File: src/rtl/mdio_pkg.sv
package mdio_pkg;

    typedef enum logic [1:0] {
        CTL_IDLE,
        CTL_HOST,
        CTL_POLL,
        CTL_GAP
    } ctl_state_e;

    typedef enum logic [1:0] {
        ENG_IDLE,
        ENG_ALIGN,
        ENG_SHIFT,
        ENG_FINISH
    } eng_state_e;

    localparam int FRAME_BITS = 64;
    localparam int PRE_BITS   = 32;
    localparam int ADDR_W     = 5;
    localparam int DATA_W     = 16;

    localparam logic [1:0] SOF_CODE = 2'b01;
    localparam logic [1:0] OP_RD    = 2'b10;
    localparam logic [1:0] OP_WR    = 2'b01;
    localparam logic [1:0] TA_WR    = 2'b10;

    // Register select codes on the host port
    localparam logic [1:0] SEL_CTRL = 2'd0;
    localparam logic [1:0] SEL_CFG  = 2'd1;
    localparam logic [1:0] SEL_STS  = 2'd2;
    localparam logic [1:0] SEL_MASK = 2'd3;

    // CTRL field positions
    localparam int CB_START = 24;
    localparam int CB_BUSY  = 25;
    localparam int CB_WRITE = 26;
    localparam int CB_APOLL = 28;

    function automatic logic [FRAME_BITS-1:0] build_frame(
        input logic              is_wr,
        input logic [ADDR_W-1:0] phy,
        input logic [ADDR_W-1:0] regad,
        input logic [DATA_W-1:0] wdat
    );
        logic [1:0] op;
        logic [1:0] ta;
        op = is_wr ? OP_WR : OP_RD;
        ta = is_wr ? TA_WR : 2'b11;
        return {{PRE_BITS{1'b1}}, SOF_CODE, op, phy, regad, ta, wdat};
    endfunction

endpackage

File: src/rtl/mdc_tick_gen.sv
module mdc_tick_gen #(
    parameter int DIV_W = 8
) (
    input  logic             clk,
    input  logic             rst_n,
    input  logic [DIV_W-1:0] half_div,
    output logic             mdc,
    output logic             rise_tick,
    output logic             fall_tick
);
    logic [DIV_W-1:0] cnt;
    logic             expire;

    assign expire    = (cnt >= half_div);
    assign rise_tick = expire && !mdc;
    assign fall_tick = expire && mdc;

    always_ff @(posedge clk or negedge rst_n) begin
        if (!rst_n) begin
            cnt <= '0;
            mdc <= 1'b0;
        end else if (expire) begin
            cnt <= '0;
            mdc <= ~mdc;
        end else begin
            cnt <= cnt + 1'b1;
        end
    end
endmodule

File: src/rtl/mdio_frame_engine.sv
module mdio_frame_engine
    import mdio_pkg::*;
(
    input  logic              clk,
    input  logic              rst_n,
    input  logic              go,
    input  logic              go_write,
    input  logic [ADDR_W-1:0] go_phy,
    input  logic [ADDR_W-1:0] go_reg,
    input  logic [DATA_W-1:0] go_wdata,
    input  logic              rise_tick,
    input  logic              fall_tick,
    input  logic              mdio_i,
    output logic              mdio_o,
    output logic              mdio_oe,
    output logic [DATA_W-1:0] rdata,
    output logic              done
);
    localparam int          CNT_W    = $clog2(FRAME_BITS);
    localparam logic [CNT_W-1:0] LAST_IDX = CNT_W'(FRAME_BITS - 1);
    localparam logic [CNT_W-1:0] TA_IDX   = CNT_W'(FRAME_BITS - DATA_W - 2);
    localparam logic [CNT_W-1:0] DATA_IDX = CNT_W'(FRAME_BITS - DATA_W);

    eng_state_e             st, st_nx;
    logic [FRAME_BITS-1:0]  frame;
    logic [CNT_W-1:0]       bitcnt;
    logic [CNT_W-1:0]       bit_nx;
    logic                   is_rd;

    assign bit_nx = bitcnt + 1'b1;
    assign done   = (st == ENG_FINISH);

    always_comb begin
        st_nx = st;
        unique case (st)
            ENG_IDLE:   if (go) st_nx = ENG_ALIGN;
            ENG_ALIGN:  if (fall_tick) st_nx = ENG_SHIFT;
            ENG_SHIFT:  if (fall_tick && bitcnt == LAST_IDX) st_nx = ENG_FINISH;
            ENG_FINISH: st_nx = ENG_IDLE;
        endcase
    end

    always_ff @(posedge clk or negedge rst_n) begin
        if (!rst_n) st <= ENG_IDLE;
        else        st <= st_nx;
    end

    always_ff @(posedge clk or negedge rst_n) begin
        if (!rst_n) begin
            frame   <= '0;
            bitcnt  <= '0;
            is_rd   <= 1'b0;
            mdio_o  <= 1'b1;
            mdio_oe <= 1'b0;
            rdata   <= '0;
        end else begin
            unique case (st)
                ENG_IDLE: begin
                    if (go) begin
                        frame  <= build_frame(go_write, go_phy, go_reg, go_wdata);
                        is_rd  <= !go_write;
                        bitcnt <= '0;
                    end
                end
                ENG_ALIGN: begin
                    if (fall_tick) begin
                        mdio_o  <= frame[LAST_IDX];
                        mdio_oe <= 1'b1;
                    end
                end
                ENG_SHIFT: begin
                    if (rise_tick && is_rd && bitcnt >= DATA_IDX)
                        rdata <= {rdata[DATA_W-2:0], mdio_i};
                    if (fall_tick) begin
                        if (bitcnt == LAST_IDX) begin
                            mdio_o  <= 1'b1;
                            mdio_oe <= 1'b0;
                        end else begin
                            bitcnt  <= bit_nx;
                            mdio_o  <= frame[LAST_IDX - bit_nx];
                            mdio_oe <= !(is_rd && bit_nx >= TA_IDX);
                        end
                    end
                end
                ENG_FINISH: begin
                end
            endcase
        end
    end
endmodule

File: src/rtl/link_event_unit.sv
module link_event_unit #(
    parameter int LINK_BIT = 2,
    parameter int DATA_W   = 16
) (
    input  logic              clk,
    input  logic              rst_n,
    input  logic              sample_valid,
    input  logic [DATA_W-1:0] sample_word,
    input  logic              clr_en,
    input  logic [1:0]        clr_bits,
    input  logic [1:0]        mask,
    output logic [1:0]        sts,
    output logic              link_q,
    output logic              ev_up,
    output logic              ev_dn,
    output logic              irq
);
    logic link_now;

    assign link_now = sample_word[LINK_BIT];
    assign ev_up    = sample_valid &&  link_now && !link_q;
    assign ev_dn    = sample_valid && !link_now &&  link_q;
    assign irq      = |(sts & mask);

    always_ff @(posedge clk or negedge rst_n) begin
        if (!rst_n) begin
            link_q <= 1'b0;
            sts    <= 2'b00;
        end else begin
            if (sample_valid) link_q <= link_now;
            sts[0] <= ev_up || (sts[0] && !(clr_en && clr_bits[0]));
            sts[1] <= ev_dn || (sts[1] && !(clr_en && clr_bits[1]));
        end
    end
endmodule

File: src/rtl/mdio_autopoll_master.sv
module mdio_autopoll_master
    import mdio_pkg::*;
#(
    parameter int DIV_W      = 8,
    parameter int DIV_RESET  = 2,
    parameter int POLL_GAP   = 16,
    parameter int STATUS_REG = 1,
    parameter int LINK_BIT   = 2
) (
    input  logic        clk,
    input  logic        rst_n,
    input  logic        wr_en,
    input  logic [1:0]  wr_addr,
    input  logic [31:0] wr_data,
    input  logic [1:0]  rd_addr,
    output logic [31:0] rd_data,
    output logic        irq,
    output logic        mdc,
    output logic        mdio_o,
    output logic        mdio_oe,
    input  logic        mdio_i
);
    localparam int GAP_W = $clog2(POLL_GAP + 1);
    localparam logic [ADDR_W-1:0] POLL_REG = ADDR_W'(STATUS_REG);

    ctl_state_e          ctl_st, ctl_nx;
    logic [GAP_W-1:0]    gap_cnt;

    logic                ap_en;
    logic                start_pend;
    logic                host_write;
    logic [ADDR_W-1:0]   host_reg;
    logic [DATA_W-1:0]   host_data;
    logic [ADDR_W-1:0]   phy_addr;
    logic [DIV_W-1:0]    half_div;
    logic [1:0]          mask;

    logic                rise_tick, fall_tick;
    logic                eng_go, eng_done;
    logic [DATA_W-1:0]   eng_rdata;
    logic                busy, poll_active;
    logic [1:0]          sts;
    logic                link_q, ev_up, ev_dn;

    logic                ctrl_wr, cfg_wr, sts_wr, mask_wr;
    wire                 unused_wr_bits = &{wr_data[31:29], wr_data[27],
                                            wr_data[25], wr_data[23:21]};

    assign ctrl_wr     = wr_en && wr_addr == SEL_CTRL;
    assign cfg_wr      = wr_en && wr_addr == SEL_CFG;
    assign sts_wr      = wr_en && wr_addr == SEL_STS;
    assign mask_wr     = wr_en && wr_addr == SEL_MASK;

    assign poll_active = (ctl_st == CTL_POLL);
    assign busy        = start_pend || (ctl_st == CTL_HOST) || poll_active;
    assign eng_go      = (ctl_st == CTL_IDLE) && (start_pend || ap_en);

    // Control state machine: next state
    always_comb begin
        ctl_nx = ctl_st;
        unique case (ctl_st)
            CTL_IDLE: begin
                if (start_pend)  ctl_nx = CTL_HOST;
                else if (ap_en)  ctl_nx = CTL_POLL;
            end
            CTL_HOST: if (eng_done) ctl_nx = CTL_IDLE;
            CTL_POLL: if (eng_done) ctl_nx = CTL_GAP;
            CTL_GAP:  if (start_pend || gap_cnt == '0) ctl_nx = CTL_IDLE;
        endcase
    end

    always_ff @(posedge clk or negedge rst_n) begin
        if (!rst_n) ctl_st <= CTL_IDLE;
        else        ctl_st <= ctl_nx;
    end

    // Control state machine: outputs and host registers
    always_ff @(posedge clk or negedge rst_n) begin
        if (!rst_n) begin
            gap_cnt    <= '0;
            ap_en      <= 1'b0;
            start_pend <= 1'b0;
            host_write <= 1'b0;
            host_reg   <= '0;
            host_data  <= '0;
            phy_addr   <= '0;
            half_div   <= DIV_W'(DIV_RESET);
            mask       <= 2'b00;
        end else begin
            if (ctl_st == CTL_POLL && eng_done)
                gap_cnt <= GAP_W'(POLL_GAP);
            else if (ctl_st == CTL_GAP && gap_cnt != '0)
                gap_cnt <= gap_cnt - 1'b1;

            if (ctrl_wr) begin
                ap_en <= wr_data[CB_APOLL];
                if (!busy) begin
                    host_data  <= wr_data[DATA_W-1:0];
                    host_reg   <= wr_data[16 +: ADDR_W];
                    host_write <= wr_data[CB_WRITE];
                    start_pend <= wr_data[CB_START];
                end
            end

            if (ctl_st == CTL_HOST && eng_done) begin
                start_pend <= 1'b0;
                if (!host_write) host_data <= eng_rdata;
            end

            if (cfg_wr) begin
                phy_addr <= wr_data[ADDR_W-1:0];
                half_div <= wr_data[8 +: DIV_W];
            end
            if (mask_wr) mask <= wr_data[1:0];
        end
    end

    always_comb begin
        unique case (rd_addr)
            SEL_CTRL: rd_data = {3'b000, ap_en, 1'b0, host_write, busy, start_pend,
                                 3'b000, host_reg, host_data};
            SEL_CFG:  rd_data = 32'({half_div, 3'b000, phy_addr});
            SEL_STS:  rd_data = {29'd0, link_q, sts};
            SEL_MASK: rd_data = {30'd0, mask};
        endcase
    end

    mdc_tick_gen #(.DIV_W(DIV_W)) u_mdc (
        .clk       (clk),
        .rst_n     (rst_n),
        .half_div  (half_div),
        .mdc       (mdc),
        .rise_tick (rise_tick),
        .fall_tick (fall_tick)
    );

    mdio_frame_engine u_eng (
        .clk       (clk),
        .rst_n     (rst_n),
        .go        (eng_go),
        .go_write  (start_pend ? host_write : 1'b0),
        .go_phy    (phy_addr),
        .go_reg    (start_pend ? host_reg : POLL_REG),
        .go_wdata  (host_data),
        .rise_tick (rise_tick),
        .fall_tick (fall_tick),
        .mdio_i    (mdio_i),
        .mdio_o    (mdio_o),
        .mdio_oe   (mdio_oe),
        .rdata     (eng_rdata),
        .done      (eng_done)
    );

    link_event_unit #(.LINK_BIT(LINK_BIT), .DATA_W(DATA_W)) u_link (
        .clk          (clk),
        .rst_n        (rst_n),
        .sample_valid (poll_active && eng_done),
        .sample_word  (eng_rdata),
        .clr_en       (sts_wr),
        .clr_bits     (wr_data[1:0]),
        .mask         (mask),
        .sts          (sts),
        .link_q       (link_q),
        .ev_up        (ev_up),
        .ev_dn        (ev_dn),
        .irq          (irq)
    );
endmodule

File: config.mk
export PLATFORM = sky130hd
export DESIGN_NAME = mdio_autopoll_master
export DESIGN_NICKNAME = d
export VERILOG_FILES = /design/src/rtl/mdio_pkg.sv /design/src/rtl/mdc_tick_gen.sv /design/src/rtl/mdio_frame_engine.sv /design/src/rtl/link_event_unit.sv /design/src/rtl/mdio_autopoll_master.sv
export SDC_FILE = /design/constraint.sdc
export NUM_CORES = 1
export LEC_CHECK = 0
export ABC_AREA = 1
export CAP_MARGIN = 10
export CORE_MARGIN = 8
export CORE_UTILIZATION = 50
export CTS_CLUSTER_DIAMETER = 40
export CTS_CLUSTER_SIZE = 25
export DETAILED_ROUTE_END_ITERATION = 8
export PLACE_DENSITY = 0.76
export SETUP_SLACK_MARGIN = 0.15
export SLEW_MARGIN = 20
export SYNTH_ARGS = -nofsm -noshare
export SYNTH_HDL_FRONTEND = slang
export SYNTH_SLANG_ARGS = --single-unit
File: constraint.sdc
create_clock -name clk -period 1.7 [get_ports clk]
set_input_delay 0.255 -clock clk [delete_from_list [all_inputs] [get_ports clk]]
set_output_delay 0.255 -clock clk [all_outputs]
set_load 0.05 [all_outputs]
==> results of run 1 <==
what timing repair did:
item | 4_1_cts | 5_1_grt
buffers inserted | 8 | 8
hold endpoints to repair | 23 | 0
setup endpoints to repair | 68 | 94
cloned | 1 | 2
gates resized for setup | 46 | 49
hold buffers | 1 | 0
pin swaps | 13 | 21
path summary, 6_finish.rpt:
| kind | depth (start not counted) | slack, ps | end |
|---|---|---|---|
| max in group asynchronous | 3 | 730 | half_div[1]$_DFFE_PN1P_ |
| min in group clk | 3 | 400 | host_reg[4]$_DFFE_PN0P_ |
| worst min-delay path | 2 | 330 | u_eng.frame[20]$_DFFE_PN0P_ |
| worst max-delay path | 14 | -220 | u_eng.st[1]$_DFFE_PN0P_ |
| worst min register to register | 1 | 480 | u_eng.frame[29]$_DFFE_PN0P_ |
| worst max register to register | 14 | -220 | u_eng.st[1]$_DFFE_PN0P_ |
per-stage QoR:
stage                     worst slack [ps]  instance area, um^2  TNS [ps]  hold slack, ps  total power [mW]
after floorplan                      -27.8                 5910      -190           -40.6              7.68
after global placement                -173                 7130     -4760             213              9.20
after detailed placement              -227                 7130     -6750             215              9.46
after CTS                             -176                 8090     -3610             328              14.1
after global routing                  -321                 8350     -8670             362              15.6
final                                 -223                 8350     -5380             327              14.8
power by group through the flow:
| stage | registers (mW) | clock network, mW | logic (mW) |
|---|---|---|---|
| after global routing | 4.35 | 4.32 | 6.88 |
| after floorplan | 4.22 | 0 | 3.46 |
| after global placement | 4.19 | 0 | 5.01 |
| final | 4.26 | 4.20 | 6.34 |
| after detailed placement | 4.24 | 0 | 5.21 |
| after CTS | 4.22 | 4.20 | 5.69 |
layout by cell type, fill, tap and decap left out, drive strengths merged:
cell type / netlist / final
a21o: 1 / 1
a21oi: 19 / 19
a22o: 1 / 1
a22oi: 2 / 2
a31oi: 2 / 2
and3: 1 / 1
buf: 24 / 91
bufinv: 0 / 7
clkbuf: 9 / 23
clkdlybuf4s15: 0 / 1
clkdlybuf4s50: 0 / 28
clkinv: 2 / 5
clkinvlp: 0 / 1
conb: 1 / 7
dfrtp: 111 / 111
dfstp: 2 / 2
dlygate4sd3: 0 / 1
ha: 16 / 16
inv: 111 / 111
mux2: 1 / 1
nand2: 160 / 160
nand3: 43 / 43
nand4: 6 / 7
nor2: 70 / 70
nor3: 5 / 5
nor3b: 2 / 2
o211ai: 2 / 2
o21ai: 93 / 93
o22ai: 24 / 24
o31ai: 1 / 1
xor2: 5 / 5
critical path: stages (launching register included):
cell and delay, ps:
dfstp_2 540, inv_2 50, ha_4 270, nand2_2 50, nand2_1 50, nand2_1 50
nand2_1 80, nand2_2 70, nand3_4 130, buf_6 120, nand3_2 60, nand2_2 90
nand3_4 100, nand2_2 80, o21ai_1 60
logic make-up (layout without fill, tap and decap cells):
family / Yosys count / count (layout)
other cells: 1 / 7
flops: 113 / 113
xor+xnor: 5 / 5
simple gates: 287 / 288
compound gates: 145 / 145
mux: 1 / 1
buf+inv: 146 / 268
fa+ha+maj: 16 / 16
layer usage:
metal / vias to the layer above / GRT usage / routed length (um)
met4: 0 / 0.129 / 564
met1: 2616 / 0.268 / 6870
met3: 49 / 0.0553 / 1310
met5: - / 0 / 0
met2: 260 / 0.381 / 8550
li1: 2517 / - / -
cell type report:
type / count / area, um^2
fill: 745 / 3020
sequential: 113 / 2830
multi-input combinational: 462 / 2700
timing repair buffer: 124 / 1530
clock buffer: 20 / 457
inverter: 113 / 429
clock inverter: 11 / 233
tap: 143 / 179
==> results by group, run 1 <==
Status
  • Status: finished with violations
  • Failing checks: setup timing

Critical path
  • CP endpoint kind: flip-flop
  • Crit path DAT: 2220 ps
  • RR Startpoint: half_div[1]$_DFFE_PN1P_
  • Critical path data required time: 1990 ps
  • Crit-path max FO: 4
  • WS Path Type: flip-flop to flip-flop
  • Crit path launch type: flip-flop
  • CP startpoint: half_div[1]$_DFFE_PN1P_

Finish
  • Biggest register: u_eng.frame
  • Top Registers: u_eng.frame (29), host_data (16), u_eng.rdata (16)
  • N_diodes: 0
  • Nets: 887
  • Layout Cells excl Fill: 986
  • Fin util: 0.734
  • Share of layout cells above drive strength 1: 0.278
  • Number of flip-flops under the largest register name: 29
  • Layout Area Growth over Synthesis: 44.5%

Clock network
  • H-tree Lvls: 4
  • Worst-Skew Late Latency: 420 ps
  • Clock Sinks: 113
  • Total CTS buffers: 17
  • Clk buf depth: 2
  • Worst-path clk slew: 50 ps
  • Root buffer cell: clkbuf_16
  • CTS tree: done

Yosys
  • Cell taking the most area after synthesis: dfrtp_1
  • Xor/xnor share of the synthesized area: 0.00887
  • Asr flop ratio synth: 1.00
  • Post-Synth Adder-Cell Area: 0.0346
  • Most frequent cells after synthesis: 155 x nand2_1, 111 x dfrtp_1, 104 x inv_1, 64 x nor2_1
  • Number of synthesized flops with an enable pin: 0
  • Post-synthesis compound-gate area fraction: 0.144
  • YS warnings: 0
  • Average size of a mapped cell: 8.10 um^2
  • Top-area cell type share of the netlist area: 0.481
  • Post-synth top flop: dfrtp_1
  • Synth Area in Simple Gates: 0.211
  • Largest family of logic cells by synthesized area: simple AND/OR/NAND/NOR gates
  • Mapped cell area: 5780 um^2
  • Synth top area cells: dfrtp_1 48%, nand2_1 10%, inv_1 6.8%
  • Synth cell types: 40
  • Most common cell in the netlist: nand2_1
  • FF+latch count, synth: 113
  • Cells after Synth: 714
  • Seq/Total Area, Yosys: 0.490
  • Mux share of post-synthesis cell area: 0.00195

Route
  • Drt drc: 0
  • Drt first pass iters: 6
  • Final WL: 17300 um
  • DRT iter0 DRCs: 448
  • DR WL/cell: 17.5 um
  • Vias: 5442
  • Antenna Violating Nets Remaining: 0
  • Via density: 5.52

Pwr
  • Net Sw Frac: 0.380
  • Switch Pwr: 5.63 mW
  • Cell internal pwr: 9.18 mW
  • Max VDD drop: 1.31 mV
  • Combinational Power Share: 0.428
  • Leak: 3.93 nW
  • Sequential share of power: 0.288
  • Clk network pwr share: 0.284
  • PD cells: 1770 nW/um^2

Run
  • # Max-Cap Violations: 0

Global routing
  • Largest net degree at the start of global routing: 39
  • Number of global-route vias before repair: 5600
  • Initial antenna violation count: 0
  • Total grt overflow: 0
  • Global-route wire length before repair: 27200 um
  • Gr usage total: 0.229

Floorplanning
  • Ports: 76
  • Die Ht: 124 um
  • Initial Utilization: 0.508
  • Core area: 11400 um^2
  • Die area: 15300 um^2
  • FP Rows: 39
  • Die X: 124 um

Place
  • Post-DP HPWL: 11000 um
  • Port Buffers: 60
  • Routability cong.: 0.868
  • Placed cell count: 935

STA
  • Period utilization: 1.13
  • Max Slew Vio Count: 0
  • Crit path time final: 1920 ps
  • Endpoints failing setup: 37
  • Final WS setup: -223 ps
  • Fin. Hold Viols: 0
  • Fmax: 520 MHz
  • Clk_skew: 8.87 ps
  • RSZ-0062 raised after global routing: true

Min path
  • Hold Crit Class: input port to asynchronous set/reset pin
Note: power is estimated with default switching activity, not from simulation.
==> inputs of run 2 (changes only) <==
GPL_TIMING_DRIVEN = 0   (was not set)
PLACE_DENSITY = not set   (was 0.76)
PLACE_DENSITY_LB_ADDON = 0.12   (was not set)
==> results by group, run 2 (same netlist as run 1, synthesis figures left out) <==
Status
  • Status: finished with violations
  • Failing checks: setup timing

Critical path
  • Top delay family on crit path: simple AND/OR/NAND/NOR gates
  • CP bufs+invs: 1
  • RR Startpoint: u_mdc.cnt[7]$_DFF_PN0_
  • Worst r2r dst: u_eng.bitcnt[4]$_DFFE_PN0P_
  • Reg2Reg Setup Slack: -230 ps
  • CP endpoint kind: flip-flop
  • Critical path data required time: 2000 ps
  • Worst-case reg-to-reg path depth: 11
  • Crit path DAT: 2230 ps
  • Crit-path max FO: 5
  • Largest stage delay on the critical path: 420 ps
  • Critical-path cell list: ha_4 -> nand2_2 -> nor2_4 -> nand4_1 -> nand3_4 -> nand2_4 -> nand2_4 -> nand4_4 -> buf_8 -> nand2_2 -> o21ai_2
  • Crit path launch type: flip-flop
  • WS Path Type: flip-flop to flip-flop
  • Crit path max-delay cell type: dfrtp_1

STA
  • Fmax: 519 MHz
  • Endpoints failing setup: 34
  • Crit path time final: 1930 ps
  • Setup_tns: -5630 ps
  • Period utilization: 1.13
  • Fin. Hold Viols: 0
  • RSZ-0062 raised after global routing: true
  • Clk_skew: 5.43 ps
  • Final WS setup: -228 ps
  • Max Slew Vio Count: 0

Place
  • Placement Cell Area: 6720 um^2
  • Routability cong.: 0.891
  • Placed cell count: 924
  • Post-DP HPWL: 11500 um
  • Port Buffers: 60
  • Place WS: -1350 ps

Min path
  • Hold Crit Class: input port to asynchronous set/reset pin

Pwr
  • Leak: 3.95 nW
  • Max VDD drop: 1.34 mV
  • PD cells: 1730 nW/um^2
  • Power Total: 14.4 mW

Floorplanning
  • Core area: 11400 um^2
  • FP Rows: 39
  • Die area: 15300 um^2
  • Ports: 76
  • Die X: 124 um
  • Initial Utilization: 0.508
  • Die Ht: 124 um

Finish
  • Nets: 907
  • Biggest register: u_eng.frame
  • Top Registers: u_eng.frame (29), host_data (16), u_eng.rdata (16)
  • Final Instance Area: 8320 um^2
  • Fillers: 843
  • Most frequent cells in the layout: 132 x nand2_1, 108 x dfrtp_1, 91 x inv_1, 60 x buf_4, 46 x nor2_1
  • Layout Area Growth over Synthesis: 44.0%
  • Layout Cells excl Fill: 1007
  • Share of layout cells above drive strength 1: 0.341
  • N_diodes: 0
  • Number of flip-flops under the largest register name: 29
  • Commonest non-fill, non-tap cell in the layout: nand2_1

Clock network
  • H-tree Lvls: 4
  • Worst-Skew Late Latency: 410 ps
  • Clk buf depth: 2
  • Clock Sinks: 113
  • CTS tree: done
  • Total CTS buffers: 17
  • Root buffer cell: clkbuf_16
  • Worst-path clk slew: 60 ps

Route
  • DRT iter0 DRCs: 466
  • Final WL: 17600 um
  • Antenna Violating Nets Remaining: 0
  • Drt first pass iters: 5
  • DR WL/cell: 17.4 um
  • Vias: 5464
  • Drt drc: 0
  • Via density: 5.43

Global routing
  • Total grt overflow: 0
  • Number of global-route vias before repair: 5459
  • Largest net degree at the start of global routing: 76
  • Initial antenna violation count: 0
  • Gr usage total: 0.228
  • Global-route wire length before repair: 26600 um

Run
  • # Max-Cap Violations: 0
[run 2: cell types whose count changed in the layout (fill, tap and decap cells not counted), sizes merged]
cell and change:
clkdlybuf4s15 -1, clkinv +1, clkbuf +4, nand4 -1, clkinvlp +6, inv +2
buf +15, bufinv -5
[run 2: cell type report]
cell class,count,area (um^2),area share
Tap cell,143,179,0.0215
Buffer,33,333,0.0400
Clock inverter,14,159,0.0191
Sequential cell,113,2830,0.341
Inverter,113,434,0.0522
Timing Repair Buffer,111,1070,0.128
Clock buffer,18,439,0.0528
Timing Repair inverter,1,8.76,0.00105
Multi-Input combinational cell,461,2870,0.344
[run 2: metrics by stage]
stage	hold WS, ps	util
finish	334	0.732
global route	366	0.732
CTS	335	0.682
detailed placement	195	0.591
global placement	458	0.589
floorplan	-40.6	-
[run 2: timing repair]
item                                    4_1_cts  5_1_grt
endpoints found under the setup margin       98      100
setup buffers                                18       24
endpoints found under the hold margin        37        0
resized for setup                           259      114
pin swaps                                    15       36
cloned                                        5        3
hold buffers                                  1        0
[run 2: how the worst max path moves through the flow]
stage,to,slack (ps),cells past startpoint,startpoint
after global placement,u_mdc.cnt[7]$_DFF_PN0_,-4000,1,rst_n
final,u_eng.bitcnt[4]$_DFFE_PN0P_,-230,11,u_mdc.cnt[7]$_DFF_PN0_
after floorplan,u_eng.bitcnt[5]$_DFFE_PN0P_,-30,14,half_div[1]$_DFFE_PN1P_
after detailed placement,rd_data[28],-1350,6,rd_addr[1]
after CTS,u_eng.bitcnt[2]$_DFFE_PN0P_,-230,14,half_div[1]$_DFFE_PN1P_
after global routing,u_eng.st[0]$_DFFE_PN0P_,-340,11,u_mdc.cnt[7]$_DFF_PN0_
[run 2: per-layer routing]
metal,up-vias,share of wire,global-route usage
met2,203,0.50,0.382
li1,2571,-,-
met3,29,0.060,0.0598
met4,0,0.019,0.0895
met1,2661,0.42,0.276
met5,-,0,0
[run 2: power by group]
group          leakage [nW]  switching, mW  internal, mW
registers              1.37          0.721          3.64
clock network         0.269           1.36          2.21
logic                  2.30           3.70          2.73
